### config.mk
export PLATFORM = sky130hd
export DESIGN_NAME = dma_fault_recorder
export DESIGN_NICKNAME = d
export VERILOG_FILES = /design/src/rtl/frec_pkg.sv /design/src/rtl/frec_slot_pick.sv /design/src/rtl/frec_bank.sv /design/src/rtl/frec_readmux.sv /design/src/rtl/dma_fault_recorder.sv
export SDC_FILE = /design/constraint.sdc
export NUM_CORES = 1
export LEC_CHECK = 0
export BUFFER_PORTS_ARGS = -buffer_cell sky130_fd_sc_hd__clkbuf_2
export CAP_MARGIN = 0
export CORE_MARGIN = 2
export CORE_UTILIZATION = 38
export DETAILED_ROUTE_END_ITERATION = 8
export PLACE_DENSITY = 0.59
export SETUP_SLACK_MARGIN = 0.5
export SLEW_MARGIN = 10
export SYNTH_ARGS = -nofsm -noshare
export SYNTH_HDL_FRONTEND = slang
export SYNTH_HIERARCHICAL = 1
export SYNTH_SLANG_ARGS = --single-unit
export TNS_END_PERCENT = 5
### constraint.sdc
create_clock -name clk -period 2.8 [get_ports clk]
set_input_delay 0.14 -clock clk [delete_from_list [all_inputs] [get_ports clk]]
set_output_delay 0.14 -clock clk [all_outputs]
set_load 0.05 [all_outputs]
### src/rtl/frec_pkg.sv
// Package: shared constants and the stored fault-record type.
// Assumes: register words are 32 bits and an IOVA fits in 64 bits.
package frec_pkg;
    localparam int BDF_W      = 16;
    localparam int RSN_W      = 8;
    localparam int IOVA_W_MAX = 64;
    localparam int REG_DW     = 32;

    localparam logic [1:0] W_STAT = 2'd0;
    localparam logic [1:0] W_ALO  = 2'd1;
    localparam logic [1:0] W_AHI  = 2'd2;

    typedef struct packed {
        logic [BDF_W-1:0]      bdf;
        logic                  is_wr;
        logic [RSN_W-1:0]      reason;
        logic [IOVA_W_MAX-1:0] iova;
    } frec_t;
endpackage

### src/rtl/frec_slot_pick.sv
// Slot picker: finds the first free record, scanning upward from `head`
// with wrap-around. It gives a one-hot grant and the slot index.
// Assumes: head < N; purely combinational.
module frec_slot_pick #(
    parameter int N  = 4,
    parameter int IW = 2
) (
    input  logic [N-1:0]  busy,
    input  logic [IW-1:0] head,
    output logic [N-1:0]  grant,
    output logic [IW-1:0] slot,
    output logic          any_free
);
    // Rotating first-free scan starting at head.
    always_comb begin
        logic found;
        found = 1'b0;
        grant = '0;
        slot  = '0;
        for (int k = 0; k < N; k++) begin
            if (!found && !busy[(int'(head) + k) % N]) begin
                found = 1'b1;
                grant[(int'(head) + k) % N] = 1'b1;
                slot = IW'((int'(head) + k) % N);
            end
        end
    end

    assign any_free = ~&busy;
endmodule

### src/rtl/frec_bank.sv
// Record bank: N fault records, each with a valid flag. A capture grant
// loads the record and sets its valid flag; a clear drops the valid flag.
// Assumes: capture is only granted to a slot whose valid flag is low.
module frec_bank
    import frec_pkg::*;
#(
    parameter int N = 4
) (
    input  logic                clk,
    input  logic                rst_n,
    input  logic [N-1:0]        cap,
    input  frec_t               din,
    input  logic [N-1:0]        clr,
    output logic [N-1:0]        valid,
    output frec_t [N-1:0]       recs
);
    for (genvar i = 0; i < N; i++) begin : g_rec
        // Load, hold or acknowledge one record.
        always_ff @(posedge clk) begin
            if (!rst_n) begin
                valid[i] <= 1'b0;
                recs[i]  <= '0;
            end else if (cap[i]) begin
                valid[i] <= 1'b1;
                recs[i]  <= din;
            end else if (clr[i]) begin
                valid[i] <= 1'b0;
            end
        end
    end

    // a capture with no acknowledge in the same cycle adds one valid record.
    a_r1_capture_adds_one: assert property (@(posedge clk) disable iff (!rst_n)
        (|cap && !(|clr)) |=> $countones(valid) == $past($countones(valid)) + 1);
endmodule

### src/rtl/frec_readmux.sv
// Read mux: maps the word address onto record fields and the overflow
// status. Unmapped words read 0.
// Assumes: address = {index, word[1:0]}; index N selects the status block.
module frec_readmux
    import frec_pkg::*;
#(
    parameter int N  = 4,
    parameter int AW = 5
) (
    input  logic [AW-1:0]     addr,
    input  logic [N-1:0]      valid,
    input  frec_t [N-1:0]     recs,
    input  logic              ovf,
    output logic [REG_DW-1:0] rdata
);
    logic [AW-3:0] idx;
    logic [1:0]    word;

    assign idx  = addr[AW-1:2];
    assign word = addr[1:0];

    // Select the addressed word.
    always_comb begin
        rdata = '0;
        for (int i = 0; i < N; i++) begin
            if (int'(idx) == i) begin
                case (word)
                    W_STAT:  rdata = {recs[i].bdf, recs[i].reason, 6'b0,
                                      recs[i].is_wr, valid[i]};
                    W_ALO:   rdata = recs[i].iova[31:0];
                    W_AHI:   rdata = recs[i].iova[63:32];
                    default: rdata = '0;
                endcase
            end
        end
        if (int'(idx) == N && word == W_STAT) begin
            rdata = {31'b0, ovf};
        end
    end
endmodule

### src/rtl/dma_fault_recorder.sv
// Fault recorder top. Stores translation faults in a ring of NREC records
// and sets a sticky overflow when the ring is full. Raises a level
// interrupt and issues an Unsupported Request response one cycle after
// every fault.
// Assumes: flt_valid is a single-cycle event per blocked request;
// ADDR_W <= 64.
module dma_fault_recorder
    import frec_pkg::*;
#(
    parameter int NREC   = 4,
    parameter int ADDR_W = 64,
    localparam int REG_AW = $clog2(NREC + 1) + 2
) (
    input  logic                clk,
    input  logic                rst_n,
    input  logic                flt_valid,
    input  logic [BDF_W-1:0]    flt_bdf,
    input  logic                flt_write,
    input  logic [ADDR_W-1:0]   flt_iova,
    input  logic [RSN_W-1:0]    flt_reason,
    input  logic                reg_wr,
    input  logic [REG_AW-1:0]   reg_addr,
    input  logic [REG_DW-1:0]   reg_wdata,
    output logic [REG_DW-1:0]   reg_rdata,
    output logic                irq,
    output logic                ur_valid,
    output logic [BDF_W-1:0]    ur_bdf
);
    localparam int IW = (NREC > 1) ? $clog2(NREC) : 1;

    logic [NREC-1:0]   valid;
    frec_t [NREC-1:0]  recs;
    logic [NREC-1:0]   grant;
    logic [NREC-1:0]   cap;
    logic [NREC-1:0]   clr;
    logic [IW-1:0]     slot;
    logic [IW-1:0]     head;
    logic              any_free;
    logic              ovf;
    logic              ovf_clr;
    frec_t             din;

    frec_slot_pick #(.N(NREC), .IW(IW)) i_pick (
        .busy(valid), .head(head), .grant(grant),
        .slot(slot), .any_free(any_free)
    );

    assign cap = flt_valid ? grant : '0;
    assign din = '{bdf: flt_bdf, is_wr: flt_write, reason: flt_reason,
                   iova: IOVA_W_MAX'(flt_iova)};

    // Write-1-to-clear decode per record status word.
    for (genvar i = 0; i < NREC; i++) begin : g_clr
        assign clr[i] = reg_wr && reg_wdata[0] && (reg_addr == REG_AW'(i * 4));
    end
    assign ovf_clr = reg_wr && reg_wdata[0] && (reg_addr == REG_AW'(NREC * 4));

    frec_bank #(.N(NREC)) i_bank (
        .clk(clk), .rst_n(rst_n), .cap(cap), .din(din),
        .clr(clr), .valid(valid), .recs(recs)
    );

    frec_readmux #(.N(NREC), .AW(REG_AW)) i_rmux (
        .addr(reg_addr), .valid(valid), .recs(recs),
        .ovf(ovf), .rdata(reg_rdata)
    );

    // Sticky overflow: a new overflow wins over a same-cycle clear.
    always_ff @(posedge clk) begin
        if (!rst_n)                      ovf <= 1'b0;
        else if (flt_valid && !any_free) ovf <= 1'b1;
        else if (ovf_clr)                ovf <= 1'b0;
    end

    // Ring head: the slot after the most recently filled one.
    always_ff @(posedge clk) begin
        if (!rst_n)                     head <= '0;
        else if (flt_valid && any_free) head <= (int'(slot) == NREC - 1) ? '0 : slot + 1'b1;
    end

    // Unsupported Request response, one cycle after each fault.
    always_ff @(posedge clk) begin
        if (!rst_n) begin
            ur_valid <= 1'b0;
            ur_bdf   <= '0;
        end else begin
            ur_valid <= flt_valid;
            if (flt_valid) ur_bdf <= flt_bdf;
        end
    end

    assign irq = (|valid) || ovf;

    // every fault gets an Unsupported Request for its requester.
    a_r7_ur_after_fault: assert property (@(posedge clk) disable iff (!rst_n)
        flt_valid |=> ur_valid && ur_bdf == $past(flt_bdf));
    // every fault leaves the interrupt raised.
    a_r6_irq_after_fault: assert property (@(posedge clk) disable iff (!rst_n)
        flt_valid |=> irq);
    // a full ring drops the event and keeps all records.
    a_r3_full_drop: assert property (@(posedge clk) disable iff (!rst_n)
        (flt_valid && &valid && !(|clr)) |=> &valid && ovf);
    // overflow set wins over a same-cycle clear.
    a_r5_ovf_sticky: assert property (@(posedge clk) disable iff (!rst_n)
        (flt_valid && &valid) |=> ovf);
    // at most one slot granted, never an occupied one.
    a_r2_single_free_grant: assert property (@(posedge clk) disable iff (!rst_n)
        $onehot0(grant) && ((grant & valid) == '0));
endmodule

==> flow_metrics.py <==
metrics = {
    "timing": {
        "clock_skew_ns": 0.0197,
        "rsz0062_at_grt": "true",
        "totalNegativeSetupSlack_ns": 0,
        "upper_clock_frequency_limit_ghz": 0.399,
        "worst_slew_pin_slew_ns": 1.25,
        "count_of_endpoints_failing_setup_in_the_final_report": 0,
        "final_worst_hold_slack_ns": 0.157,
        "worst_slew_margin_rel_pct": 16.6,
        "timing.final.crit_share_pct": 89.5,
        "final_hold_viols": 0,
        "finalWorstPathRequiredPeriod_ns": 2.50,
        "finalMaxSlewViolations": 0,
    },
    "die": {
        "row_count": 80,
        "die_x_um": 225,
        "initial_utilization_pct": 38.6,
        "die_height_um": 225,
        "core_um2": 47900,
        "dieArea_um2": 50500,
        "ioPinCount": 180,
    },
    "yosys": {
        "synth_top_flop_cell": "dfxtp_1",
        "async_flop_share_pct": 0,
        "synth-warning-count": 6,
        "synth.most_common_cell": "mux2i_1",
        "synth_sequential_area_ratio_pct": 41.1,
        "synth.top_cells.by_area": "dfxtp_1, mux2i_1, nor2b_1",
        "synth_common_cells": "mux2i_1, nor2b_1, dfxtp_1, a221o_1, o21ai_0",
        "syn_area_um2": 18500,
        "synth_top_cell_by_area": "dfxtp_1",
        "synth_top_area_share_pct": 41.1,
        "syn-num-nets": 1881,
        "ys_types": 57,
        "synth_seq_cells": 380,
        "synth-edff-count": 0,
        "synthesis.instances": 1746,
        "avgSynthCellArea_um2": 10.6,
    },
    "routing": {
        "m1WireLength_um": 25200,
        "first_iter_violations": 874,
        "post-route-drc-count": 0,
        "drt-vias-per-instance": 5.28,
        "wl_per_cell_um": 20.5,
        "met2RoutedLength_um": 25400,
        "drt_wl_total_um": 53900,
        "via_count": 13871,
        "drt_pass1_iterations": 5,
        "topRoutingLayerUsed": "met5",
        "antenna_violating_nets_post_route": 0,
        "met3RoutedLength_um": 2350,
    },
    "power": {
        "internal_pwr_total_uw": 14200,
        "p_sw_share_pct": 32.8,
        "irDropWorstVdd_mv": 0.512,
        "power.clock.fraction_pct": 26.0,
        "pwr_density_cell_nw_per_um2": 915,
        "p_sw_uw": 6960,
        "sequential_fraction_of_design_power_pct": 34.8,
        "reported_leakage_power_uw": 0.00849,
        "comb_power_share_pct": 39.2,
    },
    "worst_setup_path": {
        "critical_path.endpoint_type": "register",
        "crit_path_category": "register to register",
        "critPathMaxFanout": 7,
        "critical_path.startpoint_type": "register",
        "required_ns": 3.26,
        "critical_path_arrival_ns": 2.96,
        "reg2reg_depth": 11,
    },
    "job": {
        "max_cap_violations": 0,
    },
    "finish": {
        "num-fill-cells": 4356,
        "final_layout_size_suffix_gt1_share_pct": 20.2,
        "sequential_cell_area_um2": 7620,
        "multiInputGateArea_um2": 9790,
        "area.growth.synth_to_final_pct": 25.1,
        "layout.nets": 2115,
    },
    "grt": {
        "grt_util_all_layers_pct": 20.7,
        "wire_length_of_the_first_global_routing_pass_um": 81900,
        "via_count_of_the_first_global_routing_pass": 14159,
        "antenna_found_initial": 3,
        "grt_start_max_net_pins": 120,
        "globalRouteOverflowTotal": 0,
    },
    "clocking": {
        "path_clk_slew_ns": 0.06,
        "clockBufferDepth": 3,
        "cts_made_buffers": 45,
        "insertion_delay_ns": 0.58,
        "clock_sink_count": 380,
        "clock_tree.htree_level_count": 2,
        "tritoncts_clock_tree": "done",
        "clock_tree_root": "clkbuf_16",
    },
    "place": {
        "port_buffers": 148,
        "routability_congestion": 0.768,
        "hpwl_um": 32100,
    },
    "run_status": {
        "outcome": "finished, final reports clean",
    },
    "min_path": {
        "worstHoldPathCells": 5,
        "worst_min_delay_path_class": "input port to register",
    },
}
-- area by class of cell --
class	count	area share, %
Sequential cell	380	32.9
Timing Repair Buffer	343	15.4
Tap cell	615	3.32
Antenna cell	2	0.0216
Inverter	10	0.184
Clock inverter	11	0.459
Multi-Input combinational cell	1200	42.3
Clock buffer	64	5.47
-- power groups by stage --
| stage | sequential, uW | clock (uW) | combinational, uW |
|---|---|---|---|
| after floorplan | 7290 | 0 | 5820 |
| after global placement | 7390 | 0 | 6740 |
| after detailed placement | 7460 | 0 | 6910 |
| after CTS | 7350 | 5650 | 7840 |
| after global routing | 7510 | 5870 | 8870 |
| final | 7380 | 5510 | 8310 |
-- metal layers --
layer / GRT usage [%] / vias to the layer above
met5: 0 / -
met2: 34.1 / 324
met4: 6.05 / 2
li1: - / 6685
met1: 27.8 / 6794
met3: 3.19 / 66
-- cells in the final DEF (no fill, tap or decap), types with 6 or more instances in the layout --
cell type and n:
mux2i_1 411, nor2b_1 379, dfxtp_1 374, clkbuf_2 113, dlygate4sd3_1 91, buf_4 59, buf_12 53, a221o_1 52
clkbuf_16 51, o21ai_0 47, a21oi_1 40, mux2_2 30, nor2_1 28, a221oi_1 28, o22ai_1 26, o2bb2ai_1 21
a221oi_2 17, nand2_1 14, clkbuf_1 12, or3_1 12, buf_16 10, clkbuf_8 8, clkinv_2 7, inv_1 6
mux2i_2 6, o21a_1 6, buf_6 6
-- state kept, by name, indices dropped and copies added, names as in the netlist --
name and cells:
i_bank/valid 4, ovf 1, i_bank/recs 356, head 2, ur_bdf 16, ur_valid 1
-- critical path, stage by stage (launching register included) --
cell	delay, ns
dfxtp_4	0.37
inv_4	0.04
ha_4	0.28
mux4_2	0.35
o311a_4	0.16
buf_6	0.13
a221o_1	0.32
and2_4	0.19
buf_6	0.15
clkbuf_16	0.17
mux2i_1	0.17
nor2b_1	0.06
-- final timing paths --
path | to | from | slack, ns
worst max-delay path | i_bank/recs[150]$_SDFFE_PN0P_ | head[0]$_SDFFE_PN0P_ | 0.30
worst min-delay path | i_bank/valid[2]$_SDFFE_PN0P_ | reg_addr[0] | 0.16
worst max register to register | i_bank/recs[150]$_SDFFE_PN0P_ | head[0]$_SDFFE_PN0P_ | 0.30
worst min register to register | i_bank/recs[219]$_SDFFE_PN0P_ | i_bank/recs[219]$_SDFFE_PN0P_ | 0.51
-- per-stage QoR --
stage	total power, uW	utilization, %	setup slack (ns)	std cells	area (um^2)
3_3_place_gp	14100	41.9	0.185	2416	20100
5_1_grt	22300	48.3	0.222	2624	23200
3_5_place_dp	14400	41.9	0.109	2416	20100
6_report	21200	48.3	0.295	2625	23200
2_1_floorplan	13100	-	0.403	1746	18600
4_1_cts	20800	47.8	0.301	2615	22900
-- cell families (layout without fill, tap and decap cells) --
logic type	Yosys count	count (layout)	synth area share, %
buf+inv	166	428	6.79
compound gates	266	266	11.4
simple gates	475	475	15.5
other cells	0	2	0
mux	454	454	25.0
fa+ha+maj	5	5	0.338
flops	380	380	41.1
-- repair_timing --
action,CTS,global route
gates cloned,7,6
resized for setup,18,23
setup buffers,26,2
hold endpoints to repair,373,0
setup endpoints to repair,367,376
hold buffers,91,0
pin swaps,2,1
Power figures use the tool's default switching activity.
